### src/rtl/eye_pkg.sv
package eye_pkg;
   typedef enum logic {
      XFER_READ  = 1'b0,
      XFER_WRITE = 1'b1
   } xfer_dir_e;

   // scaler operand slots inside one lane computation
   localparam int SLOT_LEFT   = 0;
   localparam int SLOT_RIGHT  = 1;
   localparam int SLOT_WIDTH  = 2;
   localparam int SLOT_CENTER = 3;
   localparam int SLOT_MINW   = 4;
   localparam int NUM_SLOTS   = 5;
endpackage

### src/rtl/eye_scaler.sv
module eye_scaler #(
   parameter int IN_W     = 9,
   parameter int DW       = 8,
   parameter int UI_STEPS = 32
) (
   input  logic signed [IN_W-1:0] code,
   input  logic [DW-1:0]          lo,
   input  logic [DW-1:0]          hi,
   input  logic [DW-1:0]          mask,
   output logic [DW-1:0]          reg_code
);
   localparam int PW = IN_W + DW + 2;
   localparam logic signed [DW+1:0] DIVISOR = UI_STEPS[DW+1:0];

   logic signed [DW+1:0] span;
   logic signed [DW+1:0] factor;
   logic [PW-1:0]        prod;
   logic [PW-1:0]        total;

   assign span   = $signed({2'b00, hi}) - $signed({2'b00, lo});
   assign factor = span / DIVISOR;
   assign prod   = {{(PW-IN_W){code[IN_W-1]}}, code} *
                   {{(PW-DW-2){factor[DW+1]}}, factor};
   assign total  = prod + {{(PW-DW){1'b0}}, lo};
   assign reg_code = total[DW-1:0] & mask;
endmodule

### src/rtl/eye_lane_calc.sv
module eye_lane_calc
   import eye_pkg::*;
#(
   parameter int CW       = 8,
   parameter int DW       = 8,
   parameter int UI_STEPS = 32
) (
   input  logic signed [CW-1:0] left,
   input  logic signed [CW-1:0] right,
   input  logic signed [CW-1:0] min_w,
   input  logic [DW-1:0]        lo,
   input  logic [DW-1:0]        hi,
   input  logic [DW-1:0]        mask,
   input  logic [DW-1:0]        wr_dly,
   input  xfer_dir_e            dir,
   output logic [DW-1:0]        left_s,
   output logic [DW-1:0]        right_s,
   output logic [DW-1:0]        width_s,
   output logic [DW-1:0]        center_s,
   output logic [DW-1:0]        store,
   output logic                 narrow
);
   localparam logic signed [CW+1:0] TWO = (CW+2)'(2);

   logic signed [CW:0]   diff;
   logic signed [CW+1:0] sum1;
   logic signed [CW+1:0] half;
   logic signed [CW:0]   sc_in  [NUM_SLOTS];
   logic [DW-1:0]        sc_out [NUM_SLOTS];

   assign diff = {right[CW-1], right} - {left[CW-1], left};
   assign sum1 = {{2{left[CW-1]}}, left} + {{2{right[CW-1]}}, right} + (CW+2)'(1);
   assign half = sum1 / TWO;

   assign sc_in[SLOT_LEFT]   = {left[CW-1], left};
   assign sc_in[SLOT_RIGHT]  = {right[CW-1], right};
   assign sc_in[SLOT_WIDTH]  = diff;
   assign sc_in[SLOT_CENTER] = half[CW:0];
   assign sc_in[SLOT_MINW]   = {min_w[CW-1], min_w};

   for (genvar g = 0; g < NUM_SLOTS; g++) begin : g_scale
      eye_scaler #(.IN_W(CW+1), .DW(DW), .UI_STEPS(UI_STEPS)) u_sc (
         .code(sc_in[g]), .lo(lo), .hi(hi), .mask(mask), .reg_code(sc_out[g])
      );
   end

   assign left_s   = sc_out[SLOT_LEFT];
   assign right_s  = sc_out[SLOT_RIGHT];
   assign width_s  = sc_out[SLOT_WIDTH];
   assign center_s = sc_out[SLOT_CENTER];
   assign narrow   = sc_out[SLOT_WIDTH] < sc_out[SLOT_MINW];
   assign store    = (dir == XFER_WRITE) ? DW'(sc_out[SLOT_CENTER] + wr_dly)
                                         : sc_out[SLOT_CENTER];
endmodule

### src/rtl/eye_lane_seq.sv
module eye_lane_seq #(
   parameter int MAX_LANES = 9,
   parameter int LANE_W    = 4
) (
   input  logic              clk,
   input  logic              rst_n,
   input  logic              start,
   input  logic              ecc_en,
   output logic              accept,
   output logic              busy,
   output logic [LANE_W-1:0] lane,
   output logic              last
);
   localparam logic [LANE_W-1:0] TOP_FULL  = LANE_W'(MAX_LANES - 1);
   localparam logic [LANE_W-1:0] TOP_SHORT = LANE_W'(MAX_LANES - 2);

   logic [LANE_W-1:0] top_q;

   assign accept = start & ~busy;
   assign last   = busy & (lane == top_q);

   always_ff @(posedge clk or negedge rst_n) begin
      if (!rst_n) begin
         busy  <= 1'b0;
         lane  <= '0;
         top_q <= '0;
      end else if (accept) begin
         busy  <= 1'b1;
         lane  <= '0;
         top_q <= ecc_en ? TOP_FULL : TOP_SHORT;
      end else if (busy) begin
         if (last) busy <= 1'b0;
         else      lane <= lane + 1'b1;
      end
   end


   lane_step_chk: assert property (@(posedge clk) disable iff (!rst_n)
      (busy && !last) |=> (busy && lane == $past(lane) + 1'b1));

   lane_first_chk: assert property (@(posedge clk) disable iff (!rst_n)
      $rose(busy) |-> (lane == '0));

   no_restart_chk: assert property (@(posedge clk) disable iff (!rst_n)
      (busy && !last && start) |=> (lane != '0));
endmodule

### src/rtl/eye_center_calc.sv
module eye_center_calc
   import eye_pkg::*;
#(
   parameter int MAX_LANES = 9,
   parameter int CW        = 8,
   parameter int DW        = 8,
   parameter int UI_STEPS  = 32,
   parameter int NUM_CS    = 8,
   parameter int TBL_W     = 9,
   parameter int MASK_W    = 16,
   localparam int LANE_W   = $clog2(MAX_LANES),
   localparam int CS_W     = $clog2(NUM_CS),
   localparam int IDX_W    = $clog2((NUM_CS / 2) * TBL_W)
) (
   input  logic                    clk,
   input  logic                    rst_n,
   input  logic                    start,
   input  logic                    dir_write,
   input  logic                    ecc_lane_en,
   input  logic [CS_W-1:0]         cs_sel,
   input  logic [MAX_LANES*CW-1:0] left_codes,
   input  logic [MAX_LANES*CW-1:0] right_codes,
   input  logic [MAX_LANES*DW-1:0] wr_strobe_dly,
   input  logic [DW-1:0]           scl_lo,
   input  logic [DW-1:0]           scl_hi,
   input  logic [DW-1:0]           scl_mask,
   input  logic [CW-1:0]           min_eye_code,
   output logic                    busy,
   output logic                    res_valid,
   output logic                    res_last,
   output logic [LANE_W-1:0]       res_lane,
   output logic [DW-1:0]           res_left,
   output logic [DW-1:0]           res_right,
   output logic [DW-1:0]           res_width,
   output logic [DW-1:0]           res_center,
   output logic [DW-1:0]           res_store,
   output logic [IDX_W-1:0]        res_index,
   output logic                    res_small,
   output logic                    run_err,
   output logic [MASK_W-1:0]       saved_lanes
);
   if (MAX_LANES < 2 || MAX_LANES >= MASK_W) begin : g_bad_lanes
      $error("MAX_LANES must lie between 2 and MASK_W-1");
   end
   if (UI_STEPS < 1 || UI_STEPS >= (1 << DW)) begin : g_bad_steps
      $error("UI_STEPS must fit the register code width");
   end
   if (TBL_W < MAX_LANES || NUM_CS < 2) begin : g_bad_table
      $error("table width must cover all lanes and NUM_CS must be at least 2");
   end

   localparam logic [MASK_W-1:0] HI_FILL = ~((MASK_W'(1) << MAX_LANES) - MASK_W'(1));

   logic              accept, last;
   logic [LANE_W-1:0] lane;

   xfer_dir_e              dir_q;
   logic [CS_W-1:0]        cs_q;
   logic [MAX_LANES*CW-1:0] left_q, right_q;
   logic [MAX_LANES*DW-1:0] wr_q;
   logic [DW-1:0]          lo_q, hi_q, mask_q;
   logic [CW-1:0]          minw_q;

   logic signed [CW-1:0] left_arr  [MAX_LANES];
   logic signed [CW-1:0] right_arr [MAX_LANES];
   logic [DW-1:0]        wr_arr    [MAX_LANES];

   logic [DW-1:0]    c_left, c_right, c_width, c_center, c_store;
   logic             c_narrow;
   logic [IDX_W-1:0] c_index;

   eye_lane_seq #(.MAX_LANES(MAX_LANES), .LANE_W(LANE_W)) u_seq (
      .clk(clk), .rst_n(rst_n), .start(start), .ecc_en(ecc_lane_en),
      .accept(accept), .busy(busy), .lane(lane), .last(last)
   );

   always_ff @(posedge clk or negedge rst_n) begin
      if (!rst_n) begin
         dir_q  <= XFER_READ;
         cs_q   <= '0;
         left_q <= '0;
         right_q <= '0;
         wr_q   <= '0;
         lo_q   <= '0;
         hi_q   <= '0;
         mask_q <= '0;
         minw_q <= '0;
      end else if (accept) begin
         dir_q  <= xfer_dir_e'(dir_write);
         cs_q   <= cs_sel;
         left_q <= left_codes;
         right_q <= right_codes;
         wr_q   <= wr_strobe_dly;
         lo_q   <= scl_lo;
         hi_q   <= scl_hi;
         mask_q <= scl_mask;
         minw_q <= min_eye_code;
      end
   end

   for (genvar g = 0; g < MAX_LANES; g++) begin : g_unpack
      assign left_arr[g]  = left_q[g*CW +: CW];
      assign right_arr[g] = right_q[g*CW +: CW];
      assign wr_arr[g]    = wr_q[g*DW +: DW];
   end

   eye_lane_calc #(.CW(CW), .DW(DW), .UI_STEPS(UI_STEPS)) u_calc (
      .left(left_arr[lane]), .right(right_arr[lane]), .min_w(minw_q),
      .lo(lo_q), .hi(hi_q), .mask(mask_q), .wr_dly(wr_arr[lane]), .dir(dir_q),
      .left_s(c_left), .right_s(c_right), .width_s(c_width),
      .center_s(c_center), .store(c_store), .narrow(c_narrow)
   );

   assign c_index = IDX_W'(32'(cs_q >> 1) * TBL_W + 32'(lane));

   always_ff @(posedge clk or negedge rst_n) begin
      if (!rst_n) begin
         res_valid   <= 1'b0;
         res_last    <= 1'b0;
         res_lane    <= '0;
         res_left    <= '0;
         res_right   <= '0;
         res_width   <= '0;
         res_center  <= '0;
         res_store   <= '0;
         res_index   <= '0;
         res_small   <= 1'b0;
         run_err     <= 1'b0;
         saved_lanes <= '0;
      end else begin
         res_valid <= busy;
         res_last  <= last;
         if (accept) begin
            run_err     <= 1'b0;
            saved_lanes <= '0;
         end else if (busy) begin
            res_lane    <= lane;
            res_left    <= c_left;
            res_right   <= c_right;
            res_width   <= c_width;
            res_center  <= c_center;
            res_store   <= c_store;
            res_index   <= c_index;
            res_small   <= c_narrow;
            run_err     <= run_err | c_narrow;
            saved_lanes <= saved_lanes | (MASK_W'(1) << lane) | HI_FILL;
         end
      end
   end


   saved_bits_chk: assert property (@(posedge clk) disable iff (!rst_n)
      res_valid |-> (saved_lanes[res_lane] && (&saved_lanes[MASK_W-1:MAX_LANES])));

   err_follow_chk: assert property (@(posedge clk) disable iff (!rst_n)
      (res_valid && res_small) |-> run_err);

   read_store_chk: assert property (@(posedge clk) disable iff (!rst_n)
      (res_valid && dir_q == XFER_READ) |-> (res_store == res_center));

   last_idle_chk: assert property (@(posedge clk) disable iff (!rst_n)
      (res_valid && res_last) |-> !busy);

   index_floor_chk: assert property (@(posedge clk) disable iff (!rst_n)
      res_valid |-> (res_index >= IDX_W'(res_lane)));
endmodule

### config.mk
export PLATFORM = sky130hd
export DESIGN_NAME = eye_center_calc
export DESIGN_NICKNAME = d
export VERILOG_FILES = /design/src/rtl/eye_pkg.sv /design/src/rtl/eye_scaler.sv /design/src/rtl/eye_lane_calc.sv /design/src/rtl/eye_lane_seq.sv /design/src/rtl/eye_center_calc.sv
export SDC_FILE = /design/constraint.sdc
export NUM_CORES = 1
export LEC_CHECK = 0
export BUFFER_PORTS_ARGS = -buffer_cell sky130_fd_sc_hd__buf_2
export CAP_MARGIN = 40
export CORE_UTILIZATION = 43
export CTS_CLUSTER_SIZE = 30
export DETAILED_ROUTE_END_ITERATION = 12
export PLACE_DENSITY = 0.72
export SYNTH_ARGS = -nofsm -noshare
export SYNTH_HDL_FRONTEND = slang
export SYNTH_SLANG_ARGS = --single-unit
### constraint.sdc
create_clock -name clk -period 10.1 [get_ports clk]
set_clock_uncertainty 0.2 [all_clocks]
set_input_delay 2.02 -clock clk [delete_from_list [all_inputs] [get_ports clk]]
set_output_delay 2.02 -clock clk [all_outputs]
set_load 0.01 [all_outputs]
-- After elaboration in Yosys (flattened, before gate mapping)
Index checks and enable logic that the tools add are counted.
- $add $sub $neg: 14
- multiply operators: 6
- $lt $le $gt $ge: 2
- equal/unequal tests: 2
- shift operators: 1
- muxes and demuxes: 21
- bitwise logic cells: 14
- reduce and logical (&&, ||, !) cells: 4
- operators with widths (cell ; count):
    8-bit binary-select mux with 4-bit select ; 3
    8-bit two-way mux ; 7
    8-bit adder ; 6
    8-bit bitwise AND ; 5
    16-bit two-way mux ; 2
    8-bit by 10-bit multiplier with 8-bit output ; 3
    9-bit by 10-bit multiplier with 8-bit output ; 2
    8-bit by 8-bit subtractor with 9-bit output ; 2
    4-bit two-way mux ; 4
    10-bit by 1-bit adder with 10-bit output ; 1
    10-bit by 1-bit adder with 10-bit output (second input constant) ; 1
    8-bit by 8-bit adder with 9-bit output ; 1
    9-bit by 1-bit adder with 9-bit output ; 1
    9-bit OR ; 1
    1-bit by 4-bit << shifter with 9-bit output (first input constant) ; 1
    8-bit < comparator ; 1
    6-bit by 4-bit adder with 6-bit output ; 1
    2-bit by 4-bit multiplier with 6-bit output (second input constant) ; 1
    5-bit greater-or-equal comparator (second input constant) ; 1
    1-bit two-way mux ; 5
    4-bit inverter with 5-bit output ; 1
    5-bit OR reduction ; 1
    4-bit by 1-bit adder with 4-bit output (second input constant) ; 1
    1-bit bitwise AND ; 4
    6 further kinds ; 8
- flip-flop bits (word level): 331
- input bits: 256
- output and inout port bits: 71
- logic and storage cells: 88

-- Logic depth before layout (Yosys ltp)
- depth after elaboration: 13
- mapped depth: 40
- mapped depth without buffers: 39

-- By module
Synthesis repeated with hierarchy kept, for this count alone.
- cells, all modules: 2237
- area total of the unflattened synthesis: 23674.0 sq um
- by module, submodules not included (module ; times used ; cells each ; area each (sq um) ; seq. area each (sq um)):
    eye_center_calc ; 1 ; 1035 ; 13669.4 ; 7882.6
    eye_scaler (u_calc.g_scale[4].u_sc) ; 1 ; 198 ; 1684.1 ; 0.0
    eye_scaler (u_calc.g_scale[2].u_sc) ; 1 ; 193 ; 1646.6 ; 0.0
    eye_scaler (u_calc.g_scale[1].u_sc) ; 1 ; 192 ; 1617.8 ; 0.0
    eye_scaler (u_calc.g_scale[0].u_sc) ; 1 ; 189 ; 1595.3 ; 0.0
    eye_scaler (u_calc.g_scale[3].u_sc) ; 1 ; 187 ; 1569.0 ; 0.0
    eye_lane_calc ; 1 ; 201 ; 1473.9 ; 0.0
    eye_lane_seq ; 1 ; 42 ; 417.9 ; 175.2

-- Worst setup path before layout
OpenSTA, ideal clock, no wires.
- kind: register -> register
- start point: register u_seq.lane[1]
- end point: register res_store[7]
- setup time: 0.082 ns
- arrival time: 8.625 ns
- required time: 9.818 ns
- path slack: 1.193 ns
- cell stages (with the launch flop): 38
- buffers on the path: 4
- clock period less this slack: 8.907 ns
- cells stage by stage: dfrtp_1 -> clkbuf_1 -> nor4b_1 -> clkbuf_1 -> clkbuf_1 -> nand2_1 -> o21ai_0 -> inv_1 -> ha_1 -> buf_6 -> nor3_4 -> o31ai_1 -> a21oi_1 -> o21ai_0 -> a22oi_1 -> nor2_1 -> ha_1 -> ha_1 -> [... 2 more ...] -> nand2b_1 -> fa_1 -> fa_1 -> inv_1 -> fa_1 -> inv_1 -> fa_1 -> inv_1 -> ha_1 -> ha_1 -> a21oi_1 -> xnor2_1 -> xnor2_1 -> xnor2_1 -> xnor2_2 -> xnor3_1 -> a21o_1 -> a31oi_1
- word-level cells in the longest chain between the ends: 13
- elaborated cells between the ends (all ways): 19
- those cells by class: add/sub (5); mul (1); mux (10); bitwise (3)
- ends and longest elaborated chain (what ; line ; source):
    from (decl) ; eye_lane_seq.sv:11 ; output logic [LANE_W-1:0] lane,
    from (signal assigned) ; eye_lane_seq.sv:33 ; else lane <= lane + 1'b1;
    4-bit inverter with 5-bit output (implied by the code) * ; eye_center_calc.sv:108, eye_center_calc.sv:109 ;
    8-bit binary-select mux with 4-bit select ; eye_center_calc.sv:108 ; .left(left_arr[lane]), .right(right_arr[lane]), .min_w(minw_q),
    8-bit two-way mux (implied by the code) (2 in series) ; eye_center_calc.sv:108 ;
    8-bit by 8-bit adder with 9-bit output ; eye_lane_calc.sv:32 ; assign sum1 = {{2{left[CW-1]}}, left} + {{2{right[CW-1]}}, right} + (CW+2)'(1);
    10-bit by 1-bit adder with 10-bit output ; eye_lane_calc.sv:32 ;
    1-bit bitwise AND (no line) ; -- ;
    9-bit by 1-bit adder with 9-bit output (no line) ; -- ;
    9-bit by 10-bit multiplier with 8-bit output ; eye_scaler.sv:22 ; assign prod = {{(PW-IN_W){code[IN_W-1]}}, code} *
    8-bit adder ; eye_scaler.sv:24 ; assign total = prod + {{(PW-DW){1'b0}}, lo};
    8-bit bitwise AND ; eye_scaler.sv:25 ; assign reg_code = total[DW-1:0] & mask;
    8-bit adder ; eye_lane_calc.sv:52 ; assign store = (dir == XFER_WRITE) ? DW'(sc_out[SLOT_CENTER] + wr_dly)
    8-bit two-way mux * ; eye_lane_calc.sv:52 ;
    to (signal assigned) ; eye_center_calc.sv:142 ; res_store <= c_store;
    to (decl) ; eye_center_calc.sv:36 ; output logic [DW-1:0] res_store,
Every way passes the cells marked *; elsewhere a longest branch is shown, timed or not. The select of a mux whose other input is x is not followed.
A chain may end at the register's enable or synchronous reset.

-- Final worst setup path
- start point: register u_seq.lane[0]
- end point: register res_store[7]
Same word-level chain as after synthesis.

==> metrics.md <==
| Metric | Value |
|---|---|
| Status | complete, no violations |
| Final setup fails | 0 |
| CTS tree | built |
| Rel. slew slack | 33.7% |
| Grt ovf | 0 |
| Initial antenna violation count | 15 |
| Yosys warns | 0 |
| FMAX | 0.105 GHz |
| Hold_buf cts | 0 |
| Post-DRT Antenna Nets | 0 |
| Worst-margin pin slew | 0.994 ns |
| Crit path max fanout | 28 |
| Area Overhead vs Synth | 16.7% |
| Drt initial violations | 1147 |
| CTS max path bufs | 3 |
| Post-route DRC violation count | 0 |
| Critical path class | flip-flop to flip-flop |
| Port bufs | 325 |
| Maxcap violations | 0 |
| Synth Flop Type | dfrtp_1 |
| Clk slew on worst S/H paths | 0.06 ns |
| EDFF count, synth | 0 |
| IO Pins | 327 |
| Register area share after synthesis | 37.4% |
| Layout Utilization | 51.2% |
| Final GP Congestion | 0.913 |
| Setup TNS | 0 ns |
| HPWL Detailed | 44.1 mm |
| Share of cells above drive strength 1 | 19.4% |
| Die H | 226 um |
| Register bit count reported by yosys | 322 |
| Die W | 226 um |
| DR WL/cell | 17.4 um |
| Largest net degree at the start of global routing | 218 |
| CP Capture Type | flip-flop |
| GR Util All Layers | 23.6% |
| Cts repair resizes | 0 |
| Num rows | 81 |
| Syn Inst Count | 2376 |
| Number of distinct library cells after synthesis | 75 |
| RSZ-0062 raised after global routing | false |
| Avg Cell Area, Syn | 9.07 um^2 |
| Root Driver | clkbuf_16 |
| Via count | 17300 |
| Worst Path Required | 10.36 ns |
| PnR worst setup slack | 0.583 ns |
| Die area | 51000 um^2 |
| Initial cell density of the core | 43.9% |
| Slowest CP cell | dfrtp_4 |
| Crit share post-route | 94.2% |
| Fin nets | 3177 |
| Post-Syn Nets | 2882 |
| H-tree Lvls | 2 |
| Slowest stage delay, CP | 0.68 ns |
| Vias in the first global route | 18000 |
| CTS Buf Count | 37 |
| Detailed Route WL | 58.5 mm |
| Tmin final | 9.52 ns |
| First-pass GRT wire length | 93.7 mm |
| CP startpoint kind | flip-flop |
| Final Hold Viols | 0 |
| Hold Path Class | flip-flop to flip-flop |
| Worst path arrival time | 9.78 ns |
| DRT Pass-1 Iters | 5 |
| Pre-CTS setup slack | 0.430 ns |
| CTS Sinks | 322 |
| Syn Std Cell Area | 21600 um^2 |
| Core area | 49200 um^2 |
| Avg Vias per Cell | 5.14 |
| Worst skew pair latency | 0.54 ns |
| Post-CTS Setup Bufs | 0 |
| Slew Viols, Final | 0 |
| Post-synth ARST share | 100% |
==> stage by stage <==
step / area, um^2 / std cells / hold slack (ns)
2_1_floorplan: 21600 / 2376 / 0.240
3_3_place_gp: 23900 / 3294 / 0.253
3_5_place_dp: 24000 / 3296 / 0.257
4_1_cts: 25100 / 3359 / 0.271
5_1_grt: 25200 / 3367 / 0.285
6_report: 25200 / 3368 / 0.266
==> cell usage after synthesis (3+ instances only) <==
library cell / number / area share [%]
buf_1: 8 / 0.14
and3_1: 3 / 0.087
inv_1: 200 / 3.5
buf_2: 7 / 0.16
mux4_2: 48 / 5.0
buf_4: 7 / 0.24
xnor3_1: 5 / 0.52
dfrtp_1: 322 / 37
mux2_2: 22 / 1.1
or3_1: 3 / 0.087
o21bai_1: 3 / 0.10
and2_1: 56 / 1.6
o21ai_0: 59 / 1.4
nor2_1: 50 / 0.87
a21o_1: 11 / 0.38
xor2_1: 26 / 1.1
ha_1: 155 / 9.0
xnor2_2: 3 / 0.23
xnor2_1: 82 / 3.3
a21oi_1: 52 / 1.2
o21ai_1: 7 / 0.16
or2_2: 3 / 0.087
nor3_1: 9 / 0.21
nor4_1: 5 / 0.15
a31oi_1: 8 / 0.23
o31ai_1: 3 / 0.10
nor2b_1: 17 / 0.49
o22ai_1: 4 / 0.12
nand4_1: 4 / 0.12
clkbuf_1: 85 / 1.5
mux2i_1: 34 / 1.6
buf_6: 5 / 0.26
o21a_1: 4 / 0.14
fa_1: 95 / 8.8
nand2_1: 878 / 15
or4_1: 4 / 0.14
nand2b_1: 19 / 0.55
nand3_1: 23 / 0.53
==> critical path, delay by kind of cell (launching register included) <==
kind | cells | cell delay (ns)
compound gates | 9 | 2.06
xor+xnor | 6 | 1.36
fa+ha+maj | 9 | 3.54
buf+inv | 6 | 0.64
flops | 1 | 0.68
mux | 2 | 0.40
simple gates | 3 | 0.50
==> kinds of logic (layout without fill, tap and decap cells) <==
kind of cell,after synthesis,in the layout,share of synthesized area [%]
XOR/XNOR,116,116,5.14
adder cells (fa/ha/maj),250,250,17.8
AO/OA/AOI/OAI,173,173,4.74
AND/OR/NAND/NOR,1093,1093,21.1
flip-flops,322,322,37.4
multiplexers,105,105,7.81
buffers and inverters,317,636,5.98
other,0,9,0
==> placed cells by master, fill, tap and decap left out, types with 7 or more instances in the layout <==
master	synthesis	layout
inv_1	200	199
nand2b_1	19	18
clkbuf_16	0	37
a21o_1	11	11
buf_4	7	42
nand3_1	23	23
o21ai_1	7	7
nor3_1	9	9
xor2_1	26	26
and2_1	56	56
nor2b_1	17	17
o21ai_0	59	59
mux2_2	22	22
fa_1	95	95
a31oi_1	8	8
diode_2	0	9
dfrtp_1	322	319
clkbuf_1	85	12
mux2i_1	34	34
nor2_1	50	49
buf_2	7	324
ha_1	155	155
a21oi_1	52	52
nand2_1	878	878
mux4_2	48	48
xnor2_1	82	80
clkbuf_8	2	8
==> final cells by class <==
| class | instances | area (um^2) |
|---|---|---|
| diodes | 9 | 22.5 |
| repair buffers | 371 | 2050 |
| flip-flops and latches | 322 | 8060 |
| inverters | 202 | 758 |
| multi-input cells | 1737 | 12300 |
| clock buffers | 57 | 1080 |
| fillers | 4535 | 24000 |
| clock inverters | 6 | 91.3 |
| well taps | 664 | 831 |
==> routing by layer <==
metal	routed length (um)	up-vias	part of all wire (%)	track usage (%)
met5	77	-	0.13	0
li1	-	8143	-	-
met4	2090	12	3.6	9.24
met3	3000	129	5.1	3.90
met1	25000	8530	43	30.7
met2	28300	501	48	39.1
==> registers in the layout (all words and copies together) (netlist names), 6 cells and up <==
register / count
wr_q: 72
minw_q: 8
res_index: 6
right_q: 72
res_right: 8
res_store: 8
saved_lanes: 10
res_center: 8
mask_q: 8
res_width: 8
res_left: 8
left_q: 72
lo_q: 8
hi_q: 8
==> final timing paths <==
check,start,slack (ns),to,cells past startpoint
setup / recovery,u_seq.lane[0],0.58,res_store[7],35
hold / removal,left_q[23],0.27,left_q[23],2
hold reg to reg,left_q[23],0.27,left_q[23],2
max in group asynchronous,rst_n,6.91,u_seq.lane[0],2
min in group asynchronous,rst_n,1.29,left_q[36],1
setup reg to reg,u_seq.lane[0],0.58,res_store[7],35
Power is left out: the tool's default activity adds up to more than one toggle a clock period on the data nets, which glitch-free logic cannot reach.
